===== src/rtl/chain_seq_pkg.sv =====
package chain_seq_pkg;

  typedef enum logic [2:0] {
    STG_NONE  = 3'd0,
    STG_RESET = 3'd1,
    STG_BIST  = 3'd2,
    STG_FIX   = 3'd3,
    STG_READ  = 3'd4,
    STG_EMPTY = 3'd5,
    STG_DATA  = 3'd6
  } stage_e;

  typedef enum logic [2:0] {
    S_IDLE,
    S_HOLD,
    S_SETTLE,
    S_ISSUE,
    S_AWAIT,
    S_READY,
    S_FAIL
  } seq_state_e;

  localparam logic [7:0]  OP_RESET    = 8'h04;
  localparam logic [7:0]  OP_BIST     = 8'h01;
  localparam logic [7:0]  OP_FIX      = 8'h03;
  localparam logic [7:0]  OP_RDREG    = 8'h0A;
  localparam logic [7:0]  REPLY_RDREG = 8'h1A;
  localparam logic [15:0] FILLER_WORD = 16'h0000;

endpackage


===== src/rtl/cs_delay_timer.sv =====
module cs_delay_timer #(
  parameter int W = 8
) (
  input  logic         clk,
  input  logic         rst_n,
  input  logic         load_i,
  input  logic [W-1:0] load_val_i,
  output logic         expired_o
);
  logic [W-1:0] cnt_q;
  logic [W-1:0] cnt_d;

  always_comb begin
    cnt_d = cnt_q;
    if (load_i)           cnt_d = load_val_i;
    else if (cnt_q != '0) cnt_d = cnt_q - 1'b1;
  end

  always_ff @(posedge clk or negedge rst_n) begin
    if (!rst_n) cnt_q <= '0;
    else        cnt_q <= cnt_d;
  end

  assign expired_o = (cnt_q == '0);
endmodule


===== src/rtl/cs_poll_ctr.sv =====
module cs_poll_ctr #(
  parameter int LIMIT = 4,
  parameter int W     = 3
) (
  input  logic clk,
  input  logic rst_n,
  input  logic clear_i,
  input  logic inc_i,
  output logic at_limit_o
);
  logic [W-1:0] cnt_q;
  logic [W-1:0] cnt_d;

  always_comb begin
    cnt_d = cnt_q;
    if (clear_i)                   cnt_d = '0;
    else if (inc_i && cnt_q != '1) cnt_d = cnt_q + 1'b1;
  end

  always_ff @(posedge clk or negedge rst_n) begin
    if (!rst_n) cnt_q <= '0;
    else        cnt_q <= cnt_d;
  end

  assign at_limit_o = (cnt_q >= W'(LIMIT));
endmodule


===== src/rtl/cs_reply_check.sv =====
module cs_reply_check
  import chain_seq_pkg::*;
(
  input  stage_e      stage_i,
  input  logic [15:0] word_i,
  output logic        hit_o,
  output logic        low_zero_o
);
  always_comb begin
    case (stage_i)
      STG_RESET: hit_o = (word_i == {OP_RESET, 8'h00});
      STG_BIST:  hit_o = (word_i[15:8] == OP_BIST);
      STG_FIX:   hit_o = (word_i == {OP_FIX, 8'h00});
      STG_READ:  hit_o = (word_i[15:8] == REPLY_RDREG);
      STG_DATA:  hit_o = 1'b1;
      default:   hit_o = 1'b0;
    endcase
  end

  assign low_zero_o = (word_i[7:0] == 8'h00);
endmodule


===== src/rtl/chain_bringup_seq.sv =====
module chain_bringup_seq
  import chain_seq_pkg::*;
#(
  parameter int HOLD_CYC   = 1000000,
  parameter int SETTLE_CYC = 1000000,
  parameter int POLL_LIMIT = 64
) (
  input  logic        clk,
  input  logic        rst_n,
  input  logic        start_i,
  output logic        done_o,
  output logic        err_o,
  output logic [2:0]  err_stage_o,
  output logic        chip_rst_n_o,
  output logic        cmd_valid_o,
  input  logic        cmd_ready_i,
  output logic [15:0] cmd_word_o,
  input  logic        rsp_valid_i,
  input  logic [15:0] rsp_word_i,
  input  logic        rd_req_i,
  input  logic [7:0]  rd_addr_i,
  output logic        rd_reject_o,
  output logic        rd_valid_o,
  output logic [15:0] rd_data_o,
  output logic [7:0]  chip_count_o
);
  localparam int TMR_MAX = (HOLD_CYC > SETTLE_CYC) ? HOLD_CYC : SETTLE_CYC;
  localparam int TMR_W   = $clog2(TMR_MAX + 1);
  localparam int POLL_W  = $clog2(POLL_LIMIT + 2);
  localparam logic [TMR_W-1:0] HOLD_LOAD   = TMR_W'(HOLD_CYC - 1);
  localparam logic [TMR_W-1:0] SETTLE_LOAD = TMR_W'(SETTLE_CYC - 1);

  seq_state_e  state_q, state_d;
  stage_e      stage_q, stage_d;
  logic [15:0] tx_word_q, tx_word_d;
  logic [7:0]  count_q, count_d;
  logic [15:0] rd_data_q, rd_data_d;
  logic        rd_valid_q, rd_valid_d;
  logic        rd_reject_q, rd_reject_d;
  logic [2:0]  err_stage_q, err_stage_d;

  logic             tmr_load, tmr_expired;
  logic [TMR_W-1:0] tmr_val;
  logic             poll_clr, poll_inc, poll_at_limit;
  logic             rsp_hit, rsp_low_zero;
  logic             restart_ok, take_start;

  cs_delay_timer #(.W(TMR_W)) u_timer (
    .clk        (clk),
    .rst_n      (rst_n),
    .load_i     (tmr_load),
    .load_val_i (tmr_val),
    .expired_o  (tmr_expired)
  );

  cs_poll_ctr #(.LIMIT(POLL_LIMIT), .W(POLL_W)) u_poll (
    .clk        (clk),
    .rst_n      (rst_n),
    .clear_i    (poll_clr),
    .inc_i      (poll_inc),
    .at_limit_o (poll_at_limit)
  );

  cs_reply_check u_match (
    .stage_i    (stage_q),
    .word_i     (rsp_word_i),
    .hit_o      (rsp_hit),
    .low_zero_o (rsp_low_zero)
  );

  assign restart_ok = (state_q == S_IDLE) || (state_q == S_READY) || (state_q == S_FAIL);
  assign take_start = start_i && restart_ok;

  // Next-state process
  always_comb begin
    state_d     = state_q;
    stage_d     = stage_q;
    tx_word_d   = tx_word_q;
    count_d     = count_q;
    rd_data_d   = rd_data_q;
    err_stage_d = err_stage_q;
    rd_valid_d  = 1'b0;
    rd_reject_d = 1'b0;
    tmr_load    = 1'b0;
    tmr_val     = HOLD_LOAD;
    poll_clr    = 1'b0;
    poll_inc    = 1'b0;

    if (take_start) begin
      state_d     = S_HOLD;
      stage_d     = STG_NONE;
      count_d     = 8'h00;
      err_stage_d = STG_NONE;
      tmr_load    = 1'b1;
      tmr_val     = HOLD_LOAD;
    end else begin
      case (state_q)
        S_HOLD: begin
          if (tmr_expired) begin
            state_d  = S_SETTLE;
            tmr_load = 1'b1;
            tmr_val  = SETTLE_LOAD;
          end
        end
        S_SETTLE: begin
          if (tmr_expired) begin
            state_d   = S_ISSUE;
            stage_d   = STG_RESET;
            tx_word_d = {OP_RESET, 8'h00};
            poll_clr  = 1'b1;
          end
        end
        S_ISSUE: begin
          if (cmd_ready_i) begin
            state_d  = S_AWAIT;
            poll_inc = 1'b1;
          end
        end
        S_AWAIT: begin
          if (rsp_valid_i) begin
            if (rsp_hit) begin
              case (stage_q)
                STG_RESET: begin
                  state_d   = S_ISSUE;
                  stage_d   = STG_BIST;
                  tx_word_d = {OP_BIST, 8'h00};
                  poll_clr  = 1'b1;
                end
                STG_BIST: begin
                  if (rsp_low_zero) begin
                    state_d     = S_FAIL;
                    err_stage_d = STG_EMPTY;
                  end else begin
                    state_d   = S_ISSUE;
                    stage_d   = STG_FIX;
                    count_d   = rsp_word_i[7:0];
                    tx_word_d = {OP_FIX, 8'h00};
                    poll_clr  = 1'b1;
                  end
                end
                STG_FIX: state_d = S_READY;
                STG_READ: begin
                  state_d   = S_ISSUE;
                  stage_d   = STG_DATA;
                  tx_word_d = FILLER_WORD;
                  poll_clr  = 1'b1;
                end
                STG_DATA: begin
                  state_d    = S_READY;
                  rd_data_d  = rsp_word_i;
                  rd_valid_d = 1'b1;
                end
                default: state_d = S_FAIL;
              endcase
            end else if (poll_at_limit) begin
              state_d     = S_FAIL;
              err_stage_d = stage_q;
            end else begin
              state_d   = S_ISSUE;
              tx_word_d = FILLER_WORD;
            end
          end
        end
        S_READY: begin
          if (rd_req_i) begin
            if (rd_addr_i == 8'h00 || rd_addr_i > count_q) begin
              rd_reject_d = 1'b1;
            end else begin
              state_d   = S_ISSUE;
              stage_d   = STG_READ;
              tx_word_d = {OP_RDREG, rd_addr_i};
              poll_clr  = 1'b1;
            end
          end
        end
        default: state_d = state_q;
      endcase
      if (rd_req_i && state_q != S_READY) rd_reject_d = 1'b1;
    end
  end

  // Register process
  always_ff @(posedge clk or negedge rst_n) begin
    if (!rst_n) begin
      state_q     <= S_IDLE;
      stage_q     <= STG_NONE;
      tx_word_q   <= 16'h0000;
      count_q     <= 8'h00;
      rd_data_q   <= 16'h0000;
      rd_valid_q  <= 1'b0;
      rd_reject_q <= 1'b0;
      err_stage_q <= 3'd0;
    end else begin
      state_q     <= state_d;
      stage_q     <= stage_d;
      tx_word_q   <= tx_word_d;
      count_q     <= count_d;
      rd_data_q   <= rd_data_d;
      rd_valid_q  <= rd_valid_d;
      rd_reject_q <= rd_reject_d;
      err_stage_q <= err_stage_d;
    end
  end

  assign chip_rst_n_o = (state_q != S_IDLE) && (state_q != S_HOLD);
  assign cmd_valid_o  = (state_q == S_ISSUE);
  assign cmd_word_o   = tx_word_q;
  assign done_o       = (state_q == S_READY);
  assign err_o        = (state_q == S_FAIL);
  assign err_stage_o  = err_stage_q;
  assign chip_count_o = count_q;
  assign rd_data_o    = rd_data_q;
  assign rd_valid_o   = rd_valid_q;
  assign rd_reject_o  = rd_reject_q;
endmodule


===== config.mk =====
export PLATFORM = sky130hd
export DESIGN_NAME = chain_bringup_seq
export DESIGN_NICKNAME = d
export VERILOG_FILES = /design/src/rtl/chain_seq_pkg.sv /design/src/rtl/cs_delay_timer.sv /design/src/rtl/cs_poll_ctr.sv /design/src/rtl/cs_reply_check.sv /design/src/rtl/chain_bringup_seq.sv
export SDC_FILE = /design/constraint.sdc
export NUM_CORES = 1
export LEC_CHECK = 0
export ABC_AREA = 1
export BUFFER_PORTS_ARGS = -buffer_cell sky130_fd_sc_hd__buf_2
export CAP_MARGIN = 10
export CORE_ASPECT_RATIO = 1.75
export CORE_UTILIZATION = 60
export CTS_CLUSTER_DIAMETER = 100
export DETAILED_ROUTE_END_ITERATION = 8
export PLACE_DENSITY = 0.86
export SETUP_SLACK_MARGIN = 0.5
export SYNTH_ARGS = -nofsm -noshare
export SYNTH_HDL_FRONTEND = slang
export SYNTH_SLANG_ARGS = --single-unit

===== constraint.sdc =====
create_clock -name clk -period 3.7 [get_ports clk]
set_input_delay 0.185 -clock clk [delete_from_list [all_inputs] [get_ports clk]]
set_output_delay 0.185 -clock clk [all_outputs]
set_load 0.05 [all_outputs]

==> impl_metrics.ini, run 1 <==
[clock_network]
cts_inserted_buffers = 9
htree_levels = 3
hold_buffers = 0
clockBufferDepth = 2
post_cts_buffers = 0
cts_tree = built
path_clk_slew_ns = 0.05
clk_latency_ns = 0.34
cts_sinks = 74
postCtsResizedCells = 0
cts_root_buf = clkbuf_16

[synthesis]
syn_area_per_cell_um2 = 7.818
synth_top_family_by_area = simple AND/OR/NAND/NOR gates
netlist_instances = 567
synthAdderAreaFrac_pct = 3.105
yosysWarnings = 0
synth_compound_area_share_pct = 10.33
yosys_register_bits = 74
syn_area_um2 = 4433
muxShareOfSynthArea_pct = 0
yosysTopAreaCellShare_pct = 41.77
ys_types = 43
yosys.area_share.simple_pct = 32.83
yosys.area.top_type = dfrtp_1
seq_area_frac_synth_pct = 41.77
synth_xor_area_share_pct = 2.371
synth.area.top_cells = dfrtp_1 (42%), nand2_1 (12%), inv_1 (6.0%)

[floorplan]
die_h_um = 115.7
initial_utilization_pct = 61.72
fp.dieW_um = 66.98
ios = 79
die_area_um2 = 7750
rows = 41
core_um2 = 7182

[timing]
finalSetupTns_ns = 0
finalSetupViolations = 0
max_slew_margin_pct = 27.99
worst_pin_slew_ns = 1.080
max_freq_mhz = 419.4
maxSlewViolCount = 0
fin_skew_ns = 0.005701
fin_crit_sh_pct = 64.44
hold_violations = 0
layout_min_cycle_time_ns = 2.384
rsz0062_at_grt = false
setup_slack_ns = 1.316

[grt]
globalRouteOverflowTotal = 0
grt_pass1_vias = 3922
grt_pass1_wl_mm = 16.50
grt_antenna_before_repair = 0
grt_usage_pct = 28.48
grt_max_degree = 51

[final_layout]
fin_nets = 682
final_util_pct = 70.59
drive_gt1_share_pct = 24.81
layout_common_cells = nand2_1 (145), dfrtp_1 (74), buf_2 (74)
syn2layout_area_growth_pct = 14.37
n_antenna_cell = 0
final_common_cell = nand2_1

[critical_path]
path_depth = 11
reg2reg_from = state_q[2]
cpMaxStageDelayCell = dfrtp_1
path_buf_inv = 1
startpoint_type = flop
crit_end = cmd_word_o[6]
crit_start = state_q[2]
rr_endpoint = cmd_word_o[6]
cp_data_required_time_ns = 3.97
path_class = flop to flop
reg2reg_depth = 11
crit_fanout = 25
path_cells = inv_2 -> nor2_4 -> nand2_2 -> nand3_2 -> nand2_4 -> o21ai_1 -> nor2_2 -> nand2_2 -> nor2_2 -> nand2_1 -> nand2_1
cpPeakStageDelay_ns = 0.45
cp.arrival_ns = 2.65
crit_path_end_kind = flop
cp_top_family = simple AND/OR/NAND/NOR gates
r2r_slack_ns = 1.32

[route]
drt.antenna.violating_nets = 0
num_vias = 3948
detail_route.iter0.violations = 283
via_per_inst = 5.401
post_drt_wl_per_cell_um = 13.86
drc = 0
drt-pass1-iter-count = 4
routed_wl_mm = 10.13

[flow_run]
drv_cap = 0

[power]
peakVddDrop_mv = 0.2881
total_leakage_power_nw = 2.830
p_per_area_nw_per_um2 = 527.1

[place]
port_buffers = 74
pre_cts_ws_ns = 1.379
gp_congestion = 0.9327
hpwl_mm = 7.872

[hold_path]
hold_path.class = input pin to asynchronous set/reset pin

[outcome]
status = finished clean
-- state kept, by name (all words and copies together), names as in the netlist --
register and count:
u_timer.cnt_q 20, rd_data_o 16, cmd_word_o 12, chip_count_o 8, u_poll.cnt_q 7, err_stage_o 3
stage_q 3, state_q 3, rd_reject_o 1, rd_valid_o 1
-- metal layers --
metal	global-route usage [%]	vias to the layer above	wire, um	part of all wire (%)
met1	28.60	1829	3733	37
met3	4.921	48	401	4.0
met4	19.15	0	514	5.1
li1	-	1949	-	-
met5	0	-	0	0
met2	51.65	122	5479	54
-- power breakdown --
part	switching, W	internal, W
logic	0.000649	0.000261
clock network	0.000311	0.000445
registers	0.0000952	0.000911
total	0.00106	0.00162
-- metrics by stage --
stage	area [um^2]	power [W]	hold WS, ns	std cells
final	5070	0.002672	0.05346	731
after global routing	5070	0.002830	0.08027	731
after CTS	5070	0.002686	0.06435	731
after detailed placement	4817	0.001927	0.4129	716
after global placement	4817	0.001900	0.4028	716
after floorplan	4444	0.001732	-0.1106	570
-- how the worst min path moves through the flow --
stage	startpoint	end	depth (start not counted)
floorplan	rst_n	chip_count_o[0]	0
global route	rsp_word_i[14]	rd_data_o[14]	3
CTS	rsp_word_i[14]	rd_data_o[14]	3
global placement	rsp_word_i[15]	rd_data_o[15]	3
detailed placement	rsp_word_i[14]	rd_data_o[14]	3
finish	rst_n	cmd_word_o[0]	1
-- area by class of cell --
class	count	area (um^2)
Clock buffer	11	232.7
Clock inverter	4	20.02
Fill cell	575	2112
Multi-Input combinational cell	400	2171
Timing Repair Buffer	75	377.9
Sequential cell	74	1852
Tap cell	86	107.6
Inverter	81	309.0
-- Yosys cell counts (all sizes together) --
library cell,number
a31oi,5
nor3b,1
a22oi,1
and2,1
o211ai,6
or2,3
nand3,39
buf,14
clkbuf,1
xor2,9
clkinv,1
nor4,3
nor2,79
nand2,159
nand4,13
nor3,7
inv,80
xnor2,3
o2111ai,1
o21ai,34
conb,1
a21o,1
a21oi,12
ha,11
dfrtp,74
nand3b,1
o22ai,7
-- worst reg2reg max path, stage by stage, from the launching register on --
cell and delay [ns]:
dfrtp_1 0.45, inv_2 0.12, nor2_4 0.05, nand2_2 0.23, nand3_2 0.14, nand2_4 0.30, o21ai_1 0.13, nor2_2 0.13
nand2_2 0.17, nor2_2 0.38, nand2_1 0.12, nand2_1 0.10
-- logic make-up (layout without fill, tap and decap cells) --
| family | after synthesis | count (layout) |
|---|---|---|
| and+or+nand+nor | 306 | 306 |
| other | 1 | 4 |
| DFF | 74 | 74 |
| xor gates and xnor gates | 12 | 12 |
| adders and majority gates | 11 | 11 |
| AOI/OAI and AO/OA | 67 | 67 |
| buffers and inverters | 96 | 171 |
(Power assumes the default switching activity.)
==> inputs of run 2 (changes only) <==
--- a/config.mk
+++ b/config.mk
@@ -9,10 +9,10 @@
 export BUFFER_PORTS_ARGS = -buffer_cell sky130_fd_sc_hd__buf_2
 export CAP_MARGIN = 10
 export CORE_ASPECT_RATIO = 1.75
-export CORE_UTILIZATION = 60
+export CORE_UTILIZATION = 56
 export CTS_CLUSTER_DIAMETER = 100
 export DETAILED_ROUTE_END_ITERATION = 8
-export PLACE_DENSITY = 0.86
+export PLACE_DENSITY = 0.81
 export SETUP_SLACK_MARGIN = 0.5
 export SYNTH_ARGS = -nofsm -noshare
 export SYNTH_HDL_FRONTEND = slang
==> constraint.sdc (replaced) <==
create_clock -name clk -period 2.2 [get_ports clk]
set_input_delay 0.11 -clock clk [delete_from_list [all_inputs] [get_ports clk]]
set_output_delay 0.11 -clock clk [all_outputs]
set_load 0.05 [all_outputs]
==> run 2 against run 1 <==
Against the previous run:
- the run now ends with negative hold slack left
- critical path type unchanged
- clock skew rose by 0.0084 ns
- sequential power rose by 72%
- final cell count rose by 12%
- largest power group is now combinational cells
==> impl_metrics.ini, run 2 (same netlist as run 1, synthesis figures left out) <==
[grt]
grt_max_degree = 46
grt_pass1_wl_mm = 20.25
globalRouteOverflowTotal = 0
grt_pass1_vias = 4570
grt_antenna_before_repair = 0
grt_usage_pct = 30.67

[critical_path]
rr_endpoint = cmd_word_o[9]
cpPeakStageDelay_ns = 0.41
cpMaxStageDelayCell = dfrtp_2
cp_data_required_time_ns = 2.48
path_cells = inv_2 -> ha_4 -> a21oi_2 -> nand2_1 -> nand2_1 -> nand2_1 -> nand2_2 -> nand3_2 -> nand2_4 -> nand2_8 -> nor2_4 -> nand2_1 -> nand2_1
path_buf_inv = 1
reg2reg_depth = 13
path_class = flop to flop
cp.arrival_ns = 2.33
startpoint_type = flop
crit_fanout = 7
r2r_slack_ns = 0.15
reg2reg_from = chip_count_o[3]
cp_top_family = simple AND/OR/NAND/NOR gates
crit_top_cell = nand2_1
crit_path_end_kind = flop

[route]
wl_met3_mm = 1.254
drt.antenna.violating_nets = 0
num_vias = 5031
via_per_inst = 6.158
drt-pass1-iter-count = 5
drt-met1-wl_mm = 5.343
drc = 0
routed_wl_mm = 16.57
wl_met2_mm = 8.520
detail_route.iter0.violations = 481
top_layer_used = met4
post_drt_wl_per_cell_um = 20.28

[final_layout]
final_cells = 817
fin_area_um2 = 6422
final.fill_count = 376
final_common_cell = nand2_1
largest_register = u_timer.cnt_q
syn2layout_area_growth_pct = 44.88
largest_reg_flops = 20
layout_common_cells = nand2_1 (118), buf_2 (72), buf_4 (62)
fin_nets = 765
n_antenna_cell = 0
drive_gt1_share_pct = 47.74

[floorplan]
rows = 42
die_area_um2 = 8290
die_h_um = 119.7
initial_utilization_pct = 58.18
core_um2 = 7620
fp.dieW_um = 69.26
ios = 79

[outcome]
violations = negative hold slack
status = finished, violations left

[clock_network]
cts_root_buf = clkbuf_16
htree_levels = 3
cts_sinks = 74
cts_inserted_buffers = 9
cts_tree = built
clockBufferDepth = 2
path_clk_slew_ns = 0.06
clk_latency_ns = 0.35

[timing]
layout_min_cycle_time_ns = 2.051
fin_skew_ns = 0.01409
worst_pin_slew_ns = 0.7291
rsz0062_at_grt = true
max_slew_margin_pct = 51.40
timing.hold.ws_ns = -0.008040
setup_slack_ns = 0.1489
fin_crit_sh_pct = 93.23
finalSetupViolations = 0
finalSetupTns_ns = 0
max_freq_mhz = 487.5
maxSlewViolCount = 0
hold_violations = 2

[place]
pre_cts_ws_ns = 0.03895
hpwl_mm = 8.037
gp_congestion = 0.9500
place_area_um2 = 4950
dpl.cell_count = 723
port_buffers = 74

[hold_path]
hold_path.class = input pin to flop
hold_end = rd_data_o[12]
hold_start = rsp_word_i[12]
holdPathStages = 3

[power]
p_per_area_nw_per_um2 = 866.2
peakVddDrop_mv = 0.6466
total_leakage_power_nw = 3.369

[flow_run]
drv_cap = 0
==> run 2: what timing repair did <==
action / in CTS / in global routing
setup buffers: 35 / 34
cloned: 4 / 2
endpoints found under the setup margin: 63 / 67
endpoints found under the hold margin: 31 / 0
pin swaps: 35 / 50
hold buffers: 3 / 0
resized for setup: 59 / 95
==> run 2: layout make-up <==
cell class | instances | area [um^2] | share of cell area, %
flip-flops and latches | 74 | 1869 | 29.11
multi-input cells | 405 | 2755 | 42.90
repair buffers | 152 | 1046 | 16.29
repair inverters | 1 | 8.758 | 0.1364
clock inverters | 3 | 40.04 | 0.6234
clock buffers | 13 | 240.2 | 3.740
well taps | 88 | 110.1 | 1.714
inverters | 81 | 352.8 | 5.494
==> run 2: where the power goes <==
group | leakage (nW) | total, W | switching, W | internal, W
logic | 2.28 | 0.00236 | 0.00158 | 0.000778
registers | 0.955 | 0.00174 | 0.000208 | 0.00154
clock network | 0.138 | 0.00146 | 0.000582 | 0.000876
==> run 2: routing by layer <==
metal	global-route usage, %	vias to the layer above
li1	-	2126
met1	31.11	2368
met2	55.64	391
met3	5.877	146
met4	20.79	0
met5	0	-
==> run 2: worst max path at each step <==
| stage | startpoint | endpoint | slack (ns) | depth (start not counted) |
|---|---|---|---|---|
| after floorplan | chip_count_o[7] | cmd_word_o[0] | 0.38 | 12 |
| after global placement | u_timer.cnt_q[0] | cmd_word_o[7] | 0.14 | 12 |
| after detailed placement | u_timer.cnt_q[0] | cmd_word_o[11] | 0.04 | 12 |
| after CTS | chip_count_o[7] | cmd_word_o[9] | 0.44 | 12 |
| after global routing | chip_count_o[3] | cmd_word_o[9] | 0.06 | 13 |
| final | chip_count_o[3] | cmd_word_o[9] | 0.15 | 13 |
==> run 2: per-stage QoR <==
stage	power [W]	utilization, %
2_1_floorplan	0.002956	-
3_3_place_gp	0.003266	64.96
3_5_place_dp	0.003317	64.96
4_1_cts	0.004958	75.48
5_1_grt	0.005747	84.29
6_report	0.005563	84.29
==> run 2: worst min-delay path, stage by stage <==
cell and delay (ns):
buf_2 0.10, nand2_1 0.05, nand2_1 0.06
==> inputs of run 3 (changes only) <==
==> constraint.sdc (replaced) <==
create_clock -name clk -period 2.05 [get_ports clk]
set_input_delay 0.1025 -clock clk [delete_from_list [all_inputs] [get_ports clk]]
set_output_delay 0.1025 -clock clk [all_outputs]
set_load 0.05 [all_outputs]
==> run 3 against run 2 <==
Against the previous run:
- the run now ends clean
- global-route usage is 4.9 points higher
- power is 15% higher
- clock-buffer cell count is 3 lower
==> impl_metrics.ini, run 3 (same netlist as run 1, synthesis figures left out) <==
[outcome]
status = finished clean

[grt]
grt_usage_pct = 35.60
grt_antenna_before_repair = 0
globalRouteOverflowTotal = 0
grt_pass1_vias = 4886
grt_pass1_wl_mm = 22.76
grt_max_degree = 43

[hold_path]
holdPathStages = 3
hold_start = rsp_word_i[11]
hold_end = rd_data_o[11]
hold_path.class = input pin to flop

[route]
drt-met1-wl_mm = 4.943
drt-pass1-iter-count = 8
drc = 0
top_layer_used = met4
post_drt_wl_per_cell_um = 20.41
wl_met2_mm = 9.001
drt.antenna.violating_nets = 0
via_per_inst = 6.108
num_vias = 5033
routed_wl_mm = 16.82
wl_met3_mm = 1.155
detail_route.iter0.violations = 340

[flow_run]
drv_cap = 0

[floorplan]
core_um2 = 7620
rows = 42
ios = 79
die_area_um2 = 8290
fp.dieW_um = 69.26
die_h_um = 119.7
initial_utilization_pct = 58.18

[clock_network]
htree_levels = 3
cts_root_buf = clkbuf_16
cts_sinks = 74
cts_inserted_buffers = 9
clk_latency_ns = 0.35
cts_tree = built
clockBufferDepth = 2
path_clk_slew_ns = 0.06

[critical_path]
rr_endpoint = stage_q[0]
crit_fanout = 4
reg2reg_from = u_timer.cnt_q[0]
cp_top_family = simple AND/OR/NAND/NOR gates
reg2reg_depth = 12
path_cells = inv_2 -> ha_4 -> inv_2 -> nor2_4 -> nand2_2 -> nor2_4 -> nand3_2 -> clkinv_1 -> nand2_4 -> and2_4 -> nand4_1 -> nand2_1
startpoint_type = flop
r2r_slack_ns = 0.01
cp_data_required_time_ns = 2.27
crit_path_end_kind = flop
cpPeakStageDelay_ns = 0.41
cp.arrival_ns = 2.26
cpMaxStageDelayCell = dfrtp_1
path_class = flop to flop
path_buf_inv = 3

[power]
peakVddDrop_mv = 0.6068
p_per_area_nw_per_um2 = 964.5
total_leakage_power_nw = 3.447
p_total_w = 0.006389

[final_layout]
n_antenna_cell = 0
final_util_pct = 86.93
layout_common_cells = nand2_1 (107), buf_2 (72), buf_4 (63)
final_common_cell = nand2_1
largest_reg_flops = 20
drive_gt1_share_pct = 50.14
final.fill_count = 322
largest_register = u_timer.cnt_q
syn2layout_area_growth_pct = 49.42
final_cells = 824
fin_nets = 773

[timing]
fin_skew_ns = 0.01014
maxSlewViolCount = 0
hold_violations = 0
timing.hold.ws_ns = 0.02427
rsz0062_at_grt = true
layout_min_cycle_time_ns = 2.036
fin_crit_sh_pct = 99.34
finalSetupViolations = 0
max_freq_mhz = 491.0
finalSetupTns_ns = 0

[place]
dpl.cell_count = 730
hpwl_mm = 8.516
gp_congestion = 0.9207
port_buffers = 74
run 3: how the worst max path moves through the flow:
| stage | start | end | cells past startpoint |
|---|---|---|---|
| floorplan | chip_count_o[7] | cmd_word_o[0] | 12 |
| global placement | chip_count_o[3] | cmd_word_o[9] | 13 |
| detailed placement | chip_count_o[3] | cmd_word_o[8] | 13 |
| CTS | u_timer.cnt_q[11] | cmd_word_o[7] | 11 |
| global route | u_timer.cnt_q[0] | stage_q[0] | 12 |
| finish | u_timer.cnt_q[0] | stage_q[0] | 12 |
run 3: routing by layer:
metal / up-vias / global-route usage, %
li1: 2147 / -
met1: 2367 / 32.64
met2: 366 / 65.35
met3: 153 / 8.312
met4: 0 / 28.19
met5: - / 0
run 3: what timing repair did:
action | CTS | global route
cloned | 6 | 1
gates resized for setup | 93 | 91
buffers inserted | 45 | 23
setup endpoints to repair | 68 | 71
hold endpoints to repair | 23 | 0
pin swaps | 36 | 56
hold buffers | 4 | 0
run 3: layout make-up:
cell class / instances / area, um^2 / area share, %
inverter: 81 / 342.8 / 5.176
multi-input combinational: 403 / 2833 / 42.77
clock buffer: 10 / 239.0 / 3.608
sequential: 74 / 1871 / 28.24
clock inverter: 5 / 55.05 / 0.8311
timing repair buffer: 160 / 1135 / 17.13
tap: 88 / 110.1 / 1.662
timing repair inverter: 3 / 38.79 / 0.5856
run 3: stage by stage:
step                      worst slack, ns  cell area [um^2]
after floorplan                    0.2277              4569
after global placement            0.07097              5034
after detailed placement          0.02917              5034
after CTS                          0.2561              6118
after global routing             -0.06384              6624
final                             0.01352              6624
run 3: where the power goes:
part | total (W) | leakage, nW | switching (W) | internal (W)
sequential | 0.00188 | 0.954 | 0.000225 | 0.00165
clock | 0.00160 | 0.140 | 0.000639 | 0.000964
combinational | 0.00291 | 2.35 | 0.00184 | 0.00107
total | 0.00639 | 3.45 | 0.00271 | 0.00368
run 3: worst reg2reg max path: cells and delay by family, from the launching register on:
kind | cells | cell delay, ns
flops | 1 | 0.41
fa+ha+maj | 1 | 0.17
simple gates | 8 | 0.96
buf+inv | 3 | 0.37
